File: src/rtl/cst_pkg.sv
package cst_pkg;
  localparam int unsigned NUM_TAPS = 7;
  localparam logic [2:0] ADDR_MODE_LO = 3'd0;
  localparam logic [2:0] ADDR_MODE_HI = 3'd1;
  localparam logic [2:0] ADDR_CMP_LO  = 3'd2;
  localparam logic [2:0] ADDR_CMP_HI  = 3'd3;
  localparam logic [1:0] SEL_HI_EXT   = 2'b11;

  // log2 of division ratio per prescaler tap
  function automatic int unsigned tap_log2(input int unsigned idx);
    case (idx)
      0: return 1;
      1: return 2;
      2: return 3;
      3: return 5;
      4: return 7;
      5: return 9;
      default: return 11;
    endcase
  endfunction
endpackage

File: src/rtl/cst_prescaler.sv
module cst_prescaler #(
  parameter int unsigned PRE_W    = 11,
  parameter int unsigned NUM_TAPS = cst_pkg::NUM_TAPS
) (
  input  logic                clk_i,
  input  logic                rst_ni,
  output logic [NUM_TAPS-1:0] tick_o
);
  logic [PRE_W-1:0] div_q;

  always_ff @(posedge clk_i or negedge rst_ni) begin
    if (!rst_ni) div_q <= '0;
    else         div_q <= div_q + 1'b1;
  end

  for (genvar k = 0; k < NUM_TAPS; k++) begin : g_tap
    localparam int unsigned LG = cst_pkg::tap_log2(k);
    assign tick_o[k] = &div_q[LG-1:0];
  end
endmodule

File: src/rtl/cst_edge_det.sv
module cst_edge_det #(
  parameter int unsigned SYNC_STAGES = 2
) (
  input  logic clk_i,
  input  logic rst_ni,
  input  logic pin_i,
  output logic rise_o
);
  logic [SYNC_STAGES-1:0] sync_q;
  logic                   last_q;

  always_ff @(posedge clk_i or negedge rst_ni) begin
    if (!rst_ni) begin
      sync_q <= '0;
      last_q <= 1'b0;
    end else begin
      sync_q <= {sync_q[SYNC_STAGES-2:0], pin_i};
      last_q <= sync_q[SYNC_STAGES-1];
    end
  end

  assign rise_o = sync_q[SYNC_STAGES-1] & ~last_q;
endmodule

File: src/rtl/cst_counter_core.sv
module cst_counter_core #(
  parameter int unsigned CNT_W = 8
) (
  input  logic             clk_i,
  input  logic             rst_ni,
  input  logic             chain_i,
  input  logic             tick_lo_i,
  input  logic             tick_hi_i,
  input  logic             run_lo_i,
  input  logic             run_hi_i,
  input  logic             clr_lo_i,
  input  logic             clr_hi_i,
  input  logic [CNT_W-1:0] cmp_lo_i,
  input  logic [CNT_W-1:0] cmp_hi_i,
  output logic [CNT_W-1:0] cnt_lo_o,
  output logic [CNT_W-1:0] cnt_hi_o,
  output logic             match_lo_o,
  output logic             match_hi_o
);
  localparam int unsigned WIDE_W = 2 * CNT_W;

  logic [CNT_W-1:0]  lo_q, hi_q, lo_d, hi_d;
  logic [WIDE_W-1:0] wide, wide_cmp, wide_nxt;

  assign wide     = {hi_q, lo_q};
  assign wide_cmp = {cmp_hi_i, cmp_lo_i};
  assign wide_nxt = wide + 1'b1;  // carry into high byte only on low rollover

  always_comb begin
    lo_d       = lo_q;
    hi_d       = hi_q;
    match_lo_o = 1'b0;
    match_hi_o = 1'b0;
    if (chain_i) begin
      if (clr_lo_i) begin
        lo_d = '0;
        hi_d = '0;
      end else if (run_lo_i && tick_lo_i) begin
        if (wide == wide_cmp) begin
          lo_d       = '0;
          hi_d       = '0;
          match_lo_o = 1'b1;
        end else begin
          {hi_d, lo_d} = wide_nxt;
        end
      end
    end else begin
      if (clr_lo_i) lo_d = '0;
      else if (run_lo_i && tick_lo_i) begin
        if (lo_q == cmp_lo_i) begin
          lo_d       = '0;
          match_lo_o = 1'b1;
        end else lo_d = lo_q + 1'b1;
      end
      if (clr_hi_i) hi_d = '0;
      else if (run_hi_i && tick_hi_i) begin
        if (hi_q == cmp_hi_i) begin
          hi_d       = '0;
          match_hi_o = 1'b1;
        end else hi_d = hi_q + 1'b1;
      end
    end
  end

  always_ff @(posedge clk_i or negedge rst_ni) begin
    if (!rst_ni) begin
      lo_q <= '0;
      hi_q <= '0;
    end else begin
      lo_q <= lo_d;
      hi_q <= hi_d;
    end
  end

  assign cnt_lo_o = lo_q;
  assign cnt_hi_o = hi_q;
endmodule

File: src/rtl/casc_timer.sv
module casc_timer #(
  parameter int unsigned CNT_W       = 8,
  parameter int unsigned PRE_W       = 11,
  parameter int unsigned SYNC_STAGES = 2
) (
  input  logic             clk_i,
  input  logic             rst_ni,
  input  logic             wr_en_i,
  input  logic [2:0]       wr_addr_i,
  input  logic [CNT_W-1:0] wr_data_i,
  input  logic [1:0]       irq_clr_i,
  input  logic             ext_lo_i,
  input  logic             ext_hi_i,
  output logic [CNT_W-1:0] cnt_lo_o,
  output logic [CNT_W-1:0] cnt_hi_o,
  output logic [1:0]       irq_o
);
  import cst_pkg::*;

  // mode fields
  logic [2:0]       sel_lo_q;
  logic             en_lo_q, st_lo_q;
  logic [1:0]       sel_hi_q;
  logic             wide_bit_q, en_hi_q, st_hi_q;
  logic [CNT_W-1:0] cmp_lo_q, cmp_hi_q;
  logic [1:0]       irq_q;

  logic wr_mode_lo, wr_mode_hi, wr_cmp_lo, wr_cmp_hi;
  logic clr_lo, clr_hi, run_lo, run_hi, chain;
  logic tick_lo, tick_hi, rise_lo, rise_hi;
  logic match_lo, match_hi;
  logic [NUM_TAPS-1:0] pre_tick;
  logic [7:0]          lo_src;
  logic [1:0]          unused_data;

  assign unused_data = {wr_data_i[7], wr_data_i[5]};

  assign wr_mode_lo = wr_en_i && (wr_addr_i == ADDR_MODE_LO);
  assign wr_mode_hi = wr_en_i && (wr_addr_i == ADDR_MODE_HI);
  assign wr_cmp_lo  = wr_en_i && (wr_addr_i == ADDR_CMP_LO);
  assign wr_cmp_hi  = wr_en_i && (wr_addr_i == ADDR_CMP_HI);

  always_ff @(posedge clk_i or negedge rst_ni) begin
    if (!rst_ni) begin
      sel_lo_q   <= '0;
      en_lo_q    <= 1'b0;
      st_lo_q    <= 1'b0;
      sel_hi_q   <= '0;
      wide_bit_q <= 1'b0;
      en_hi_q    <= 1'b0;
      st_hi_q    <= 1'b0;
      cmp_lo_q   <= '0;
      cmp_hi_q   <= '0;
    end else begin
      if (wr_mode_lo) begin
        sel_lo_q <= wr_data_i[4:2];
        en_lo_q  <= wr_data_i[1];
        st_lo_q  <= wr_data_i[0];
      end
      if (wr_mode_hi) begin
        wide_bit_q <= wr_data_i[6];
        sel_hi_q   <= wr_data_i[3:2];
        en_hi_q    <= wr_data_i[1];
        st_hi_q    <= wr_data_i[0];
      end
      if (wr_cmp_lo) cmp_lo_q <= wr_data_i;
      if (wr_cmp_hi) cmp_hi_q <= wr_data_i;
    end
  end

  assign clr_lo = wr_mode_lo && wr_data_i[0];
  assign clr_hi = wr_mode_hi && wr_data_i[0];
  assign run_lo = en_lo_q && st_lo_q;
  assign run_hi = en_hi_q && st_hi_q;
  assign chain  = wide_bit_q && (sel_hi_q == SEL_HI_EXT);

  cst_prescaler #(.PRE_W(PRE_W), .NUM_TAPS(NUM_TAPS)) i_pre (
    .clk_i  (clk_i),
    .rst_ni (rst_ni),
    .tick_o (pre_tick)
  );

  cst_edge_det #(.SYNC_STAGES(SYNC_STAGES)) i_edge_lo (
    .clk_i (clk_i), .rst_ni (rst_ni), .pin_i (ext_lo_i), .rise_o (rise_lo)
  );

  cst_edge_det #(.SYNC_STAGES(SYNC_STAGES)) i_edge_hi (
    .clk_i (clk_i), .rst_ni (rst_ni), .pin_i (ext_hi_i), .rise_o (rise_hi)
  );

  assign lo_src  = {rise_lo, pre_tick};
  assign tick_lo = lo_src[sel_lo_q];

  always_comb begin
    case (sel_hi_q)
      2'b00:   tick_hi = pre_tick[0];
      2'b01:   tick_hi = pre_tick[2];
      2'b10:   tick_hi = pre_tick[3];
      default: tick_hi = rise_hi;
    endcase
  end

  cst_counter_core #(.CNT_W(CNT_W)) i_core (
    .clk_i      (clk_i),
    .rst_ni     (rst_ni),
    .chain_i    (chain),
    .tick_lo_i  (tick_lo),
    .tick_hi_i  (tick_hi),
    .run_lo_i   (run_lo),
    .run_hi_i   (run_hi),
    .clr_lo_i   (clr_lo),
    .clr_hi_i   (clr_hi),
    .cmp_lo_i   (cmp_lo_q),
    .cmp_hi_i   (cmp_hi_q),
    .cnt_lo_o   (cnt_lo_o),
    .cnt_hi_o   (cnt_hi_o),
    .match_lo_o (match_lo),
    .match_hi_o (match_hi)
  );

  // set wins over clear
  always_ff @(posedge clk_i or negedge rst_ni) begin
    if (!rst_ni) irq_q <= '0;
    else         irq_q <= (irq_q & ~irq_clr_i) | {match_hi, match_lo};
  end

  assign irq_o = irq_q;
endmodule

File: config.mk
export PLATFORM = sky130hd
export DESIGN_NAME = casc_timer
export DESIGN_NICKNAME = d
export VERILOG_FILES = /design/src/rtl/cst_pkg.sv /design/src/rtl/cst_prescaler.sv /design/src/rtl/cst_edge_det.sv /design/src/rtl/cst_counter_core.sv /design/src/rtl/casc_timer.sv
export SDC_FILE = /design/constraint.sdc
export NUM_CORES = 1
export LEC_CHECK = 0
export BUFFER_PORTS_ARGS = -buffer_cell sky130_fd_sc_hd__buf_2
export CORE_UTILIZATION = 40
export CTS_CLUSTER_SIZE = 40
export DETAILED_ROUTE_END_ITERATION = 10
export GPL_ROUTABILITY_DRIVEN = 0
export PLACE_DENSITY = 0.68
export SLEW_MARGIN = 15
export SYNTH_ARGS = -nofsm -noshare
export SYNTH_HDL_FRONTEND = slang
export SYNTH_HIERARCHICAL = 1
export SYNTH_SLANG_ARGS = --single-unit
export TNS_END_PERCENT = 10
File: constraint.sdc
create_clock -name clk_i -period 6.5 [get_ports clk_i]
set_input_delay 0.975 -clock clk_i [delete_from_list [all_inputs] [get_ports clk_i]]
set_output_delay 0.975 -clock clk_i [all_outputs]
set_load 0.05 [all_outputs]
==> results.json <==
{
  "status": "complete, no violations",
  "multi_input_area_sq_um": 1490,
  "fill_cells": 670,
  "grt_pass1_vias": 2069,
  "cp_slowest_cell": "mux4_1",
  "rsz0062_at_grt": "no",
  "crit_arrival_ps": 3340,
  "crit_chain": "ha_1 -> nand3_2 -> nor2_1 -> and2_1 -> ha_1 -> mux4_1 -> mux2_2 -> nand2_1 -> a22oi_4 -> and3_1 -> and3_1 -> a21oi_1 -> a311oi_2",
  "clock_sinks": 61,
  "power.leakage_nw": 1.71,
  "grt_pass1_wl_um": 9810,
  "syn_nets": 275,
  "reg2reg_from": "i_pre/div_q[0]$_DFF_PN0_",
  "h-tree-depth": 3,
  "layout_common_cells": "dfrtp_1, buf_2, mux2_2, nor2_1, nand2_1",
  "crit_buf_inv": 0,
  "clock_latency_ps": 340,
  "crit_start": "i_pre/div_q[0]$_DFF_PN0_",
  "ant_nets": 0,
  "num_antenna_cells": 0,
  "maxSlewHeadroom_pct": 50.3,
  "numPortBuffers": 35,
  "track_usage_pct": 17.1,
  "firstDrtPassIters": 4,
  "crit_family": "simple AND/OR/NAND/NOR gates",
  "die_w_um": 89.5,
  "ys_types": 47,
  "maxCapViolCount": 0,
  "fin_nets": 321,
  "startpoint_type": "flop",
  "grt_antenna_before_repair": 0,
  "clock_path_buffers": 2,
  "clock.fmax_mhz": 319,
  "regArea_sq_um": 1530,
  "cp_max_fo": 9,
  "dr.first_iter.drc_count": 67,
  "rows": 31,
  "grt_max_degree": 62,
  "post_drt_wl_per_cell_um": 14.8,
  "r2r_slack_ps": 3370,
  "hold_viol_final": 0,
  "r2r_cells": 13,
  "syn_inst": 251,
  "layout_commonest_cell": "dfrtp_1",
  "yosysTopAreaCellShare_pct": 49.9,
  "areaGrowthSynthToFinish_pct": 17.2,
  "ctsRootBufferMaster": "clkbuf_8",
  "die-height_um": 89.5,
  "worst_hold_path_type": "flop to flop",
  "vias": 2092,
  "ios": 36,
  "slew_violations": 0,
  "cts_inserted_buffers": 9,
  "endpoint_kind": "flop",
  "routed_via_density": 5.22,
  "power.density_nw_per_um2": 325,
  "cp.depth": 13,
  "max_stage_delay_ps": 460,
  "crit_type": "flop to flop",
  "syn_avg_cell_area_sq_um": 12.2,
  "drcViolationCount": 0,
  "holdWs_ps": 350,
  "cts_hold_buf": 0,
  "setup.worst_path.end": "i_core/cnt_hi_o[7]$_DFFE_PN0P_",
  "ys_warn_count": 6,
  "post-cts-setup-buffer-count": 0,
  "synth_top_area_cell": "dfrtp_1",
  "worst-slew-pin-transition_ps": 746,
  "skew_ps": 9.40,
  "core_sq_um": 7330,
  "ys_ff_latch": 61,
  "peakVddDrop_uv": 132,
  "start_util_pct": 41.7,
  "cts_resized": 0,
  "grt_overflow": 0,
  "fin_crit_sh_pct": 48.2,
  "drive_gt1_share_pct": 35.1,
  "cts_tree": "yes",
  "fin_tns_setup_ps": 0,
  "synth_area_leaders": "dfrtp_1, mux2_2, xor2_1, xnor2_1, ha_1",
  "synth_seq_area_share_pct": 49.9,
  "r2r-end": "i_core/cnt_hi_o[7]$_DFFE_PN0P_",
  "cp.required_ps": 6700,
  "dp.final_hpwl_um": 4440,
  "clk_pin_slew_ps": 60,
  "die_area_sq_um": 8000,
  "routed_wl_um": 5950,
  "syn_area_sq_um": 3060,
  "finalSetupViolCount": 0,
  "period_minus_slack_ps": 3130
}
sequential cells by signal, indices dropped and copies added (netlist names):
signal and cells:
cmp_hi_q 8, cmp_lo_q 8, en_hi_q 1, en_lo_q 1, i_core/cnt_hi_o 8, i_core/cnt_lo_o 8
i_edge_hi/last_q 1, i_edge_hi/sync_q 2, i_edge_lo/last_q 1, i_edge_lo/sync_q 2, i_pre/div_q 11, irq_o 2
sel_hi_q 2, sel_lo_q 3, st_hi_q 1, st_lo_q 1, wide_bit_q 1
area by class of cell:
type | count | share of cell area [%]
clock inverters | 6 | 2.41
multi-input cells | 182 | 41.7
repair buffers | 38 | 5.51
well taps | 99 | 3.46
clock buffers | 10 | 3.84
inverters | 5 | 0.524
flip-flops and latches | 61 | 42.6
worst min-delay path by stage:
| stage | start | endpoint | slack [ps] | cells past startpoint |
|---|---|---|---|---|
| floorplan | i_edge_hi/sync_q[0]$_DFF_PN0_ | i_edge_hi/sync_q[1]$_DFF_PN0_ | 330 | 0 |
| global placement | i_edge_lo/sync_q[0]$_DFF_PN0_ | i_edge_lo/sync_q[1]$_DFF_PN0_ | 330 | 0 |
| detailed placement | i_edge_lo/sync_q[0]$_DFF_PN0_ | i_edge_lo/sync_q[1]$_DFF_PN0_ | 340 | 0 |
| CTS | i_edge_lo/sync_q[0]$_DFF_PN0_ | i_edge_lo/sync_q[1]$_DFF_PN0_ | 350 | 0 |
| global route | i_edge_lo/sync_q[0]$_DFF_PN0_ | i_edge_lo/sync_q[1]$_DFF_PN0_ | 360 | 0 |
| finish | i_edge_hi/sync_q[0]$_DFF_PN0_ | i_edge_hi/sync_q[1]$_DFF_PN0_ | 350 | 0 |
layer usage:
metal | global-route usage [%] | wire length [um] | vias to the layer above
met5 | 0 | 0 | -
met4 | 6.35 | 73 | 0
met3 | 6.19 | 315 | 8
met2 | 27.8 | 2880 | 61
met1 | 21.0 | 2680 | 1027
li1 | - | - | 996
kinds of logic (layout without fill, tap and decap cells):
family          count (synthesis)  after routing  synth area share (%)
buf+inv                         8             59                  1.27
mux                            30             30                  12.4
xor+xnor                       28             28                  8.02
fa+ha+maj                       6              6                  2.45
simple gates                   87             87                  18.2
flops                          61             61                  49.9
compound gates                 31             31                  7.77
power by group:
part	internal, W	total (W)	leakage (nW)	switching (W)
Clock	0.000225	0.000372	0.112	0.000146
Sequential	0.000437	0.000505	0.765	0.0000681
Combinational	0.000116	0.000289	0.830	0.000173
Total	0.000779	0.00117	1.71	0.000387
cell usage after synthesis (all sizes together):
| cell | number |
|---|---|
| dfrtp | 61 |
| mux2 | 27 |
| nor2 | 18 |
| nand2 | 17 |
| xor2 | 15 |
| xnor2 | 13 |
| o21ai | 11 |
| nand3 | 9 |
| and3 | 8 |
| and2 | 7 |
| a21oi | 6 |
| ha | 6 |
| nor3 | 6 |
| inv | 5 |
| nand4 | 5 |
| a31oi | 4 |
| nor2b | 4 |
| and4 | 3 |
| buf | 3 |
| mux4 | 3 |
| nor4 | 3 |
| a21o | 2 |
| a22oi | 2 |
| a311oi | 2 |
| nor4bb | 2 |
| a41o | 1 |
| nand2b | 1 |
| nand4b | 1 |
| nor4b | 1 |
| o2111a | 1 |
| o21bai | 1 |
| o22ai | 1 |
| or2b | 1 |
| or3b | 1 |
metrics by stage:
stage / area, sq um / std cells / setup WS, ps / utilization, % / total power [W]
after floorplan: 3060 / 251 / 3630 / - / 0.000718
after global placement: 3360 / 385 / 3460 / 45.8 / 0.000791
after detailed placement: 3360 / 385 / 3390 / 45.8 / 0.000803
after CTS: 3580 / 401 / 3360 / 48.9 / 0.00118
after global routing: 3580 / 401 / 3180 / 48.9 / 0.00123
final: 3580 / 401 / 3370 / 48.9 / 0.00117
No activity file was read; power rests on OpenSTA's default activity.
